## src/rtl/wdt_pkg.sv

```systemverilog
package wdt_pkg;
   localparam int unsigned OFS_STATUS  = 32'h00;
   localparam int unsigned OFS_CTRL    = 32'h20;
   localparam int unsigned OFS_LOAD    = 32'h24;
   localparam int unsigned BIT_CAUSE   = 1;
   localparam int unsigned BIT_EN      = 7;
   localparam int unsigned BIT_RESTART = 9;
   localparam int unsigned PRESC_LSB   = 16;
endpackage

```

## src/rtl/wdt_regs.sv

```systemverilog
module wdt_regs
   import wdt_pkg::*;
#(
   parameter int unsigned ADDR_W    = 8,
   parameter int unsigned DATA_W    = 32,
   parameter int unsigned LOAD_W    = 16,
   parameter int unsigned PRESC_W   = 16,
   parameter bit          REG_RDATA = 1'b1
) (
   input  logic               clk,
   input  logic               rst_n,
   input  logic               por_n,
   input  logic               bus_sel,
   input  logic               bus_wr,
   input  logic [ADDR_W-1:0]  bus_addr,
   input  logic [DATA_W-1:0]  bus_wdata,
   output logic [DATA_W-1:0]  bus_rdata,
   input  logic               fire,
   output logic               en_o,
   output logic [PRESC_W-1:0] presc_o,
   output logic [LOAD_W-1:0]  load_o,
   output logic               restart_o,
   output logic               cause_o
);
   localparam logic [ADDR_W-1:0] A_STATUS = ADDR_W'(OFS_STATUS);
   localparam logic [ADDR_W-1:0] A_CTRL   = ADDR_W'(OFS_CTRL);
   localparam logic [ADDR_W-1:0] A_LOAD   = ADDR_W'(OFS_LOAD);

   logic              wr_en;
   logic              rd_en;
   logic [DATA_W-1:0] rd_mux;

   assign wr_en     = bus_sel & bus_wr;
   assign rd_en     = bus_sel & ~bus_wr;
   assign restart_o = wr_en && (bus_addr == A_STATUS) && bus_wdata[BIT_RESTART];

   always_ff @(posedge clk or negedge rst_n) begin
      if (!rst_n) begin
         en_o    <= 1'b0;
         presc_o <= '0;
         load_o  <= '1;
      end else if (wr_en) begin
         if (bus_addr == A_CTRL) begin
            en_o    <= bus_wdata[BIT_EN];
            presc_o <= bus_wdata[PRESC_LSB +: PRESC_W];
         end
         if (bus_addr == A_LOAD) begin
            load_o <= bus_wdata[LOAD_W-1:0];
         end
      end
   end

   always_ff @(posedge clk or negedge por_n) begin
      if (!por_n) begin
         cause_o <= 1'b0;
      end else if (fire) begin
         cause_o <= 1'b1;
      end else if (wr_en && (bus_addr == A_STATUS) && bus_wdata[BIT_CAUSE]) begin
         cause_o <= 1'b0;
      end
   end

   always_comb begin
      rd_mux = '0;
      case (bus_addr)
         A_STATUS: rd_mux[BIT_CAUSE] = cause_o;
         A_CTRL: begin
            rd_mux[BIT_EN]                 = en_o;
            rd_mux[PRESC_LSB +: PRESC_W]   = presc_o;
         end
         A_LOAD:  rd_mux[LOAD_W-1:0] = load_o;
         default: rd_mux = '0;
      endcase
   end

   generate
      if (REG_RDATA) begin : g_rd_reg
         logic [DATA_W-1:0] rd_q;
         always_ff @(posedge clk or negedge rst_n) begin
            if (!rst_n)     rd_q <= '0;
            else if (rd_en) rd_q <= rd_mux;
         end
         assign bus_rdata = rd_q;
      end else begin : g_rd_comb
         assign bus_rdata = rd_mux;
      end
   endgenerate
endmodule

```

## src/rtl/wdt_prescaler.sv

```systemverilog
module wdt_prescaler #(
   parameter int unsigned PRESC_W = 16
) (
   input  logic               clk,
   input  logic               rst_n,
   input  logic               us_tick,
   input  logic               en,
   input  logic               restart,
   input  logic [PRESC_W-1:0] presc,
   output logic               tick_o
);
   logic [PRESC_W-1:0] phase;
   logic               last;

   assign last   = (presc <= PRESC_W'(1)) || (phase == presc - PRESC_W'(1));
   assign tick_o = en & us_tick & last & ~restart;

   always_ff @(posedge clk or negedge rst_n) begin
      if (!rst_n) begin
         phase <= '0;
      end else if (restart) begin
         phase <= '0;
      end else if (en && us_tick) begin
         phase <= last ? '0 : phase + PRESC_W'(1);
      end
   end
endmodule

```

## src/rtl/wdt_countdown.sv

```systemverilog
module wdt_countdown #(
   parameter int unsigned LOAD_W = 16
) (
   input  logic              clk,
   input  logic              rst_n,
   input  logic              restart,
   input  logic              tick,
   input  logic [LOAD_W-1:0] load,
   output logic [LOAD_W-1:0] cnt_o,
   output logic              fire_o,
   output logic              rst_req_o
);
   assign fire_o = tick && (cnt_o == '0);

   always_ff @(posedge clk or negedge rst_n) begin
      if (!rst_n) begin
         cnt_o     <= '1;
         rst_req_o <= 1'b0;
      end else begin
         rst_req_o <= fire_o;
         if (restart)     cnt_o <= load;
         else if (fire_o) cnt_o <= load;
         else if (tick)   cnt_o <= cnt_o - LOAD_W'(1);
      end
   end
endmodule

```

## src/rtl/wdt_timer.sv

```systemverilog
module wdt_timer
   import wdt_pkg::*;
#(
   parameter int unsigned ADDR_W    = 8,
   parameter int unsigned DATA_W    = 32,
   parameter int unsigned LOAD_W    = 16,
   parameter int unsigned PRESC_W   = 16,
   parameter bit          REG_RDATA = 1'b1
) (
   input  logic              clk,
   input  logic              por_n,
   input  logic              sys_rst_n,
   input  logic              us_tick,
   input  logic              bus_sel,
   input  logic              bus_wr,
   input  logic [ADDR_W-1:0] bus_addr,
   input  logic [DATA_W-1:0] bus_wdata,
   output logic [DATA_W-1:0] bus_rdata,
   output logic              wdt_rst_req
);
   initial begin
      assert (PRESC_LSB + PRESC_W <= DATA_W) else $fatal(1, "prescale field exceeds data width");
      assert (LOAD_W <= DATA_W && LOAD_W > 0) else $fatal(1, "bad load width");
      assert (BIT_RESTART < DATA_W && BIT_EN < PRESC_LSB) else $fatal(1, "bit layout overlaps");
      assert (ADDR_W >= 6) else $fatal(1, "address too narrow for register map");
   end

   logic               rst_n_all;
   logic               ctrl_en;
   logic [PRESC_W-1:0] presc_val;
   logic [LOAD_W-1:0]  load_val;
   logic [LOAD_W-1:0]  cnt_val;
   logic               restart;
   logic               cause;
   logic               cnt_tick;
   logic               fire;

   assign rst_n_all = por_n & sys_rst_n;

   wdt_regs #(
      .ADDR_W(ADDR_W), .DATA_W(DATA_W), .LOAD_W(LOAD_W),
      .PRESC_W(PRESC_W), .REG_RDATA(REG_RDATA)
   ) i_regs (
      .clk(clk), .rst_n(rst_n_all), .por_n(por_n),
      .bus_sel(bus_sel), .bus_wr(bus_wr), .bus_addr(bus_addr),
      .bus_wdata(bus_wdata), .bus_rdata(bus_rdata), .fire(fire),
      .en_o(ctrl_en), .presc_o(presc_val), .load_o(load_val),
      .restart_o(restart), .cause_o(cause)
   );

   wdt_prescaler #(.PRESC_W(PRESC_W)) i_presc (
      .clk(clk), .rst_n(rst_n_all), .us_tick(us_tick), .en(ctrl_en),
      .restart(restart), .presc(presc_val), .tick_o(cnt_tick)
   );

   wdt_countdown #(.LOAD_W(LOAD_W)) i_cnt (
      .clk(clk), .rst_n(rst_n_all), .restart(restart), .tick(cnt_tick),
      .load(load_val), .cnt_o(cnt_val), .fire_o(fire), .rst_req_o(wdt_rst_req)
   );
endmodule

```

## config.mk

```make
export PLATFORM = sky130hd
export DESIGN_NAME = wdt_timer
export DESIGN_NICKNAME = d
export VERILOG_FILES = /design/src/rtl/wdt_pkg.sv /design/src/rtl/wdt_regs.sv /design/src/rtl/wdt_prescaler.sv /design/src/rtl/wdt_countdown.sv /design/src/rtl/wdt_timer.sv
export SDC_FILE = /design/constraint.sdc
export NUM_CORES = 1
export LEC_CHECK = 0
export BUFFER_PORTS_ARGS = -buffer_cell sky130_fd_sc_hd__buf_2
export CAP_MARGIN = 20
export CORE_ASPECT_RATIO = 1.2
export CORE_MARGIN = 1.5
export CORE_UTILIZATION = 30
export DETAILED_ROUTE_END_ITERATION = 6
export HOLD_SLACK_MARGIN = 0.08
export PLACE_DENSITY_LB_ADDON = 0.25
export SYNTH_ARGS = -nofsm -noshare
export SYNTH_HDL_FRONTEND = slang
export SYNTH_SLANG_ARGS = --single-unit
export TNS_END_PERCENT = 1
```

## constraint.sdc

```tcl
create_clock -name clk -period 3.56 [get_ports clk]
set_clock_uncertainty 0.2 [all_clocks]
set_input_delay 0 -clock clk [delete_from_list [all_inputs] [get_ports clk]]
set_output_delay 0 -clock clk [all_outputs]
set_load 0.05 [all_outputs]
```

# Word level (Yosys, flattened, before mapping)
# Index checks and enable logic that the tools add are counted.
# word_totals
romBits,0
mem_bits_rw,0
register_bits,99
mem_count,0
output_inout_bits,33
word_cells,50
latch_bits,0
# op_classes
multipliers,0
div_mod_pow,0
bitwise,8
addsub,3
reduce_logical,13
order_cmp,1
n_eq_ne,3
muxes,14
shifts,0
# ops
operator,count
2-to-1 mux 16 bit,7
"subtractor 16 x 1 -> 16 bit, second input constant",2
"adder 16 x 1 -> 16 bit, second input constant",1
equality test 16 bit,1
"equality test 8 x 6 -> 1 bit, second input constant",2
"<= comparator 16 x 1 -> 1 bit, second input constant",1
zero test 16 bit,1
zero test 8 bit,1
2-to-1 mux 8 bit,1
AND 1 bit,6
logical AND 1 bit,5
2-to-1 mux 5 bit,1
case mux 1 bit (2 select lines),2
AND reduction 2 bit,2
nonzero test 2 bit,2
2-to-1 mux 1 bit,3
nonzero test 3 bit,1
NOT 1 bit,2
logical OR 1 bit,1

# Depth between registers and ports, before layout
# depth
ltp_word,8
ltp_mapped,13

# By module
# From an unflattened synthesis, not the netlist that was laid out.
# unflattened
cells_unflattened,498
area_unflattened_um2,5466.5
# modules_own_cells
mod,cells_each,seq_area_each_um2,instances,area_per_inst_um2
wdt_regs,158,1671.6,1,2640.0
wdt_prescaler,203,400.4,1,1635.3
wdt_countdown,136,445.4,1,1184.9
wdt_timer,1,0.0,1,6.3

# Least setup slack after synthesis
# Ideal clock, no wire load.
# synth_timing
path_kind,register to register
start,register i_regs.presc_o[0]
end,register i_presc.phase[6]
required_ns,3.284
path_buffers,2
setup_time_ns,0.076
path_stages_with_launch,14
path_slack_ns,0.488
t_arrival_ns,2.796
cell_sequence,dfrtp_1 -> inv_1 -> ha_1 -> or3b_2 -> clkbuf_1 -> a21oi_1 -> nor3_1 -> a211oi_1 -> o21ai_0 -> a41oi_4 -> nand3_1 -> buf_2 -> or3_1 -> o21ai_1
# synth_between
elab_chain_len,6
word_cells_on_any_way,7
classes_between,add/sub (1); order compare (1); eq/ne (1); mux (3); reduce/logical (1)
# synth_lines
item,line_no,text
from (decl),wdt_regs.sv:20,"output logic [PRESC_W-1:0] presc_o,"
from (signal assigned),wdt_regs.sv:45,presc_o <= bus_wdata[PRESC_LSB +: PRESC_W];
subtractor 16 x 1 -> 16 bit,wdt_prescaler.sv:15,assign last = (presc <= PRESC_W'(1)) || (phase == presc - PRESC_W'(1));
equality test 16 bit,wdt_prescaler.sv:15,
logical OR 1 bit (*),wdt_prescaler.sv:15,
2-to-1 mux 16 bit (*),wdt_prescaler.sv:24,phase <= last ? '0 : phase + PRESC_W'(1);
2-to-1 mux 16 bit (*),wdt_prescaler.sv:23,end else if (en && us_tick) begin
2-to-1 mux 16 bit (*),wdt_prescaler.sv:21,end else if (restart) begin
to (signal assigned),wdt_prescaler.sv:24,
to (decl),wdt_prescaler.sv:12,logic [PRESC_W-1:0] phase;
# Mark *: on every way between the ends. The rest lies on a longest branch, timed or not. The select of a mux whose other input is x is not followed.
# A chain may end at the register's enable or synchronous reset.

# Worst setup path after layout
# layout_timing
start,input bus_addr[7]
end,register i_presc.phase[12]
# layout_between
elab_chain_len,4
word_cells_on_any_way,5
classes_between,mux (1); reduce/logical (4)
# layout_lines
item,line_no,text
from (decl),wdt_timer.sv:16,"input logic [ADDR_W-1:0] bus_addr,"
zero test 8 bit (*),wdt_regs.sv:35,assign restart_o = wr_en && (bus_addr == A_STATUS) && bus_wdata[BIT_RESTART];
logical AND 1 bit (*) (2 in a row),wdt_regs.sv:35,
2-to-1 mux 16 bit or nonzero test 2 bit (tied branches),n/a,
# Mark *: on every way between the ends. The rest lies on a longest branch, timed or not.

==> impl_metrics.json <==
{
  "status": "complete, no violations",
  "wl_per_cell_microns": 15.58,
  "endpoint_kind": "flip-flop",
  "clk_pin_slew_ns": 0.07,
  "synth_edf_count": 0,
  "layout_common_cells": "buf_2, dfrtp_1, dlygate4sd3_1, nand2_1, mux2_2",
  "final_common_cell": "buf_2",
  "cts_tree": "built",
  "numCtsBuffers": 9,
  "antenna_cells": 0,
  "critPathKind": "in -> reg",
  "grt_max_degree": 99,
  "fmax_mhz": 297.4,
  "drt_iter0_drc": 130,
  "initial_core_util": 0.3055,
  "crit_fanout": 20,
  "synth.distinct_cells": 60,
  "yosys_warnings": 0,
  "ys_seq_elements": 99,
  "synthesis.area_sq_um": 5127,
  "globalplace.congestion": 0.8765,
  "ir_drop_mv": 0.2881,
  "rsz0062_at_grt": "false",
  "slew_headroom": 0.4346,
  "firstDrtPassIters": 5,
  "grt_pass1_wl_mm": 21.56,
  "io_buffer_count": 78,
  "worstPathRequired_ns": 3.60,
  "ant_nets": 0,
  "cp.arrival_ns": 3.40,
  "power_density_nw_per_um2": 422.9,
  "cp-start-kind": "input pin",
  "fp.dieW_microns": 122.3,
  "drive_gt1_frac": 0.3097,
  "hold_viol": 0,
  "synth_flop_cell": "dfrtp_1",
  "insertion_delay_ns": 0.35,
  "yosysSeqAreaShare": 0.4910,
  "ioPinCount": 79,
  "vias_per_cell": 5.035,
  "cpPeakStageDelay_ns": 0.60,
  "grt_usage": 0.1537,
  "p_leak_uw": 0.003090,
  "tightest_slew_ns": 0.8481,
  "critPathSlowestCell": "dlygate4sd3_1",
  "grt_pass1_vias": 4327,
  "die_h_microns": 146.2,
  "synth-async-reset-ratio": 1.000,
  "fin_crit_sh": 0.9445,
  "clockBufferDepth": 2,
  "whs_ns": 0.1203,
  "setup_tns_ns": 0,
  "syn_inst": 490,
  "drt-total-wl_mm": 13.03,
  "drv_slew": 0,
  "syn_nets": 540,
  "post_cts_buffers": 0,
  "setup_viol": 0,
  "vias": 4209,
  "hold_path_class": "in -> reg",
  "core_sq_um": 16790,
  "dp_hpwl_mm": 9.481,
  "grt_overflow": 0,
  "area_delta_synth_final_pct": 28.45,
  "cp_cell_sequence": "dlygate4sd3_1 -> buf_2 -> nor2_1 -> dlygate4sd3_1 -> nand2_1 -> nor4_1 -> dlygate4sd3_1 -> buf_4 -> nand2_1 -> buf_4 -> nand3_1 -> buf_4 -> o21ai_0 -> a21o_1",
  "clock_sinks": 99,
  "nets": 665,
  "cap_violations": 0,
  "antenna_found_initial": 0,
  "fp-row-count": 52,
  "htree_levels": 3,
  "die-area_sq_um": 17890,
  "min_period_ns": 3.363,
  "drcViolationCount": 0,
  "nFillCells": 1686,
  "syn_avg_cell_area_sq_um": 10.46,
  "cts_root_buf": "clkbuf_16"
}
-- final timing paths --
check	cells after the start	end	from	slack (ns)
worst max-delay path	14	i_presc.phase[12]$_DFFE_PN0P_	bus_addr[7]	0.20
worst min-delay path	5	i_cnt.cnt_o[12]$_DFFE_PN1P_	us_tick	0.12
worst max register to register	12	i_presc.phase[6]$_DFFE_PN0P_	i_regs.presc_o[0]$_DFFE_PN0P_	0.23
worst min register to register	1	i_regs.bus_rdata[27]$_DFFE_PN0P_	i_regs.bus_rdata[27]$_DFFE_PN0P_	0.30
max in group asynchronous	4	i_cnt.cnt_o[10]$_DFFE_PN1P_	por_n	2.56
min in group asynchronous	4	i_regs.bus_rdata[4]$_DFFE_PN0P_	sys_rst_n	0.15
-- cell usage after synthesis (5+ instances only) --
library cell / number / share of area
mux2i_1: 5 / 0.0098
and2_1: 5 / 0.0061
clkbuf_1: 21 / 0.015
o21ai_0: 28 / 0.027
inv_1: 12 / 0.0088
nor2_1: 29 / 0.021
a21oi_1: 15 / 0.015
a21o_1: 8 / 0.012
dfstp_2: 32 / 0.16
dfrtp_1: 67 / 0.33
nand3_1: 20 / 0.020
nor3_1: 19 / 0.019
a22o_1: 31 / 0.053
nand2_1: 40 / 0.029
and3_1: 8 / 0.0098
nand2b_1: 5 / 0.0061
xnor2_1: 13 / 0.022
nor4_1: 10 / 0.012
nor3b_1: 5 / 0.0073
xor2_1: 14 / 0.024
mux2_2: 33 / 0.072
-- critical path: cells and delay by family --
family,cells,cell delay (ns)
AOI/OAI and AO/OA,2,0.31
buffers and inverters,7,2.40
and+or+nand+nor,5,0.68
-- where the power goes --
group          total (uW)  internal [uW]  switching [uW]
logic                 495            227             268
registers            1300           1220            78.3
clock network         994            567             427
total                2790           2010             774
-- flip-flops by register name (all words and copies together) (netlist names) --
name / count
i_presc.phase: 16
i_regs.en_o: 1
i_regs.load_o: 16
i_regs.presc_o: 16
i_cnt.rst_req_o: 1
i_cnt.cnt_o: 16
i_regs.cause_o: 1
i_regs.bus_rdata: 32
-- area by class of cell --
class / instances / area [sq um] / share of cell area
Inverter: 12 / 45.04 / 0.006839
Sequential cell: 99 / 2517 / 0.3822
Clock buffer: 11 / 242.7 / 0.03685
Clock inverter: 5 / 60.06 / 0.009119
Timing Repair Buffer: 145 / 1026 / 0.1558
Tap cell: 216 / 270.3 / 0.04103
Multi-Input combinational cell: 348 / 2425 / 0.3682
-- kinds of logic after synthesis --
family / count (synthesis) / share of synthesized area
xor gates and xnor gates: 27 / 0.04612
buffers and inverters: 43 / 0.03880
and+or+nand+nor: 161 / 0.1642
AOI/OAI and AO/OA: 118 / 0.1679
DFF: 99 / 0.4910
adders and majority gates: 4 / 0.009761
muxes: 38 / 0.08224
-- per-stage QoR --
step	std cells	instance area [sq um]	setup WS (ns)	utilization	power (uW)
after floorplan	490	5127	0.3391	-	1632
after CTS	836	6580	0.1138	0.3920	2822
after global placement	772	5797	0.2930	0.3453	1761
after detailed placement	772	5797	0.1432	0.3453	1775
after global routing	836	6586	0.02056	0.3924	2946
final	836	6586	0.1974	0.3924	2786
-- timing repair --
| action | CTS | global route |
|---|---|---|
| hold buffers | 48 | 0 |
| endpoints found under the hold margin | 145 | 0 |
| gates resized for setup | 0 | 2 |
| setup endpoints to repair | 0 | 5 |
-- routing by layer --
layer  track usage  vias up  part of all wire
li1              -     2037                 -
met5             0        -                 0
met4       0.06802        0             0.033
met2        0.2662       88              0.50
met1        0.1813     2057              0.43
met3       0.03164       27             0.035
Note: power is estimated with default switching activity, not from simulation.
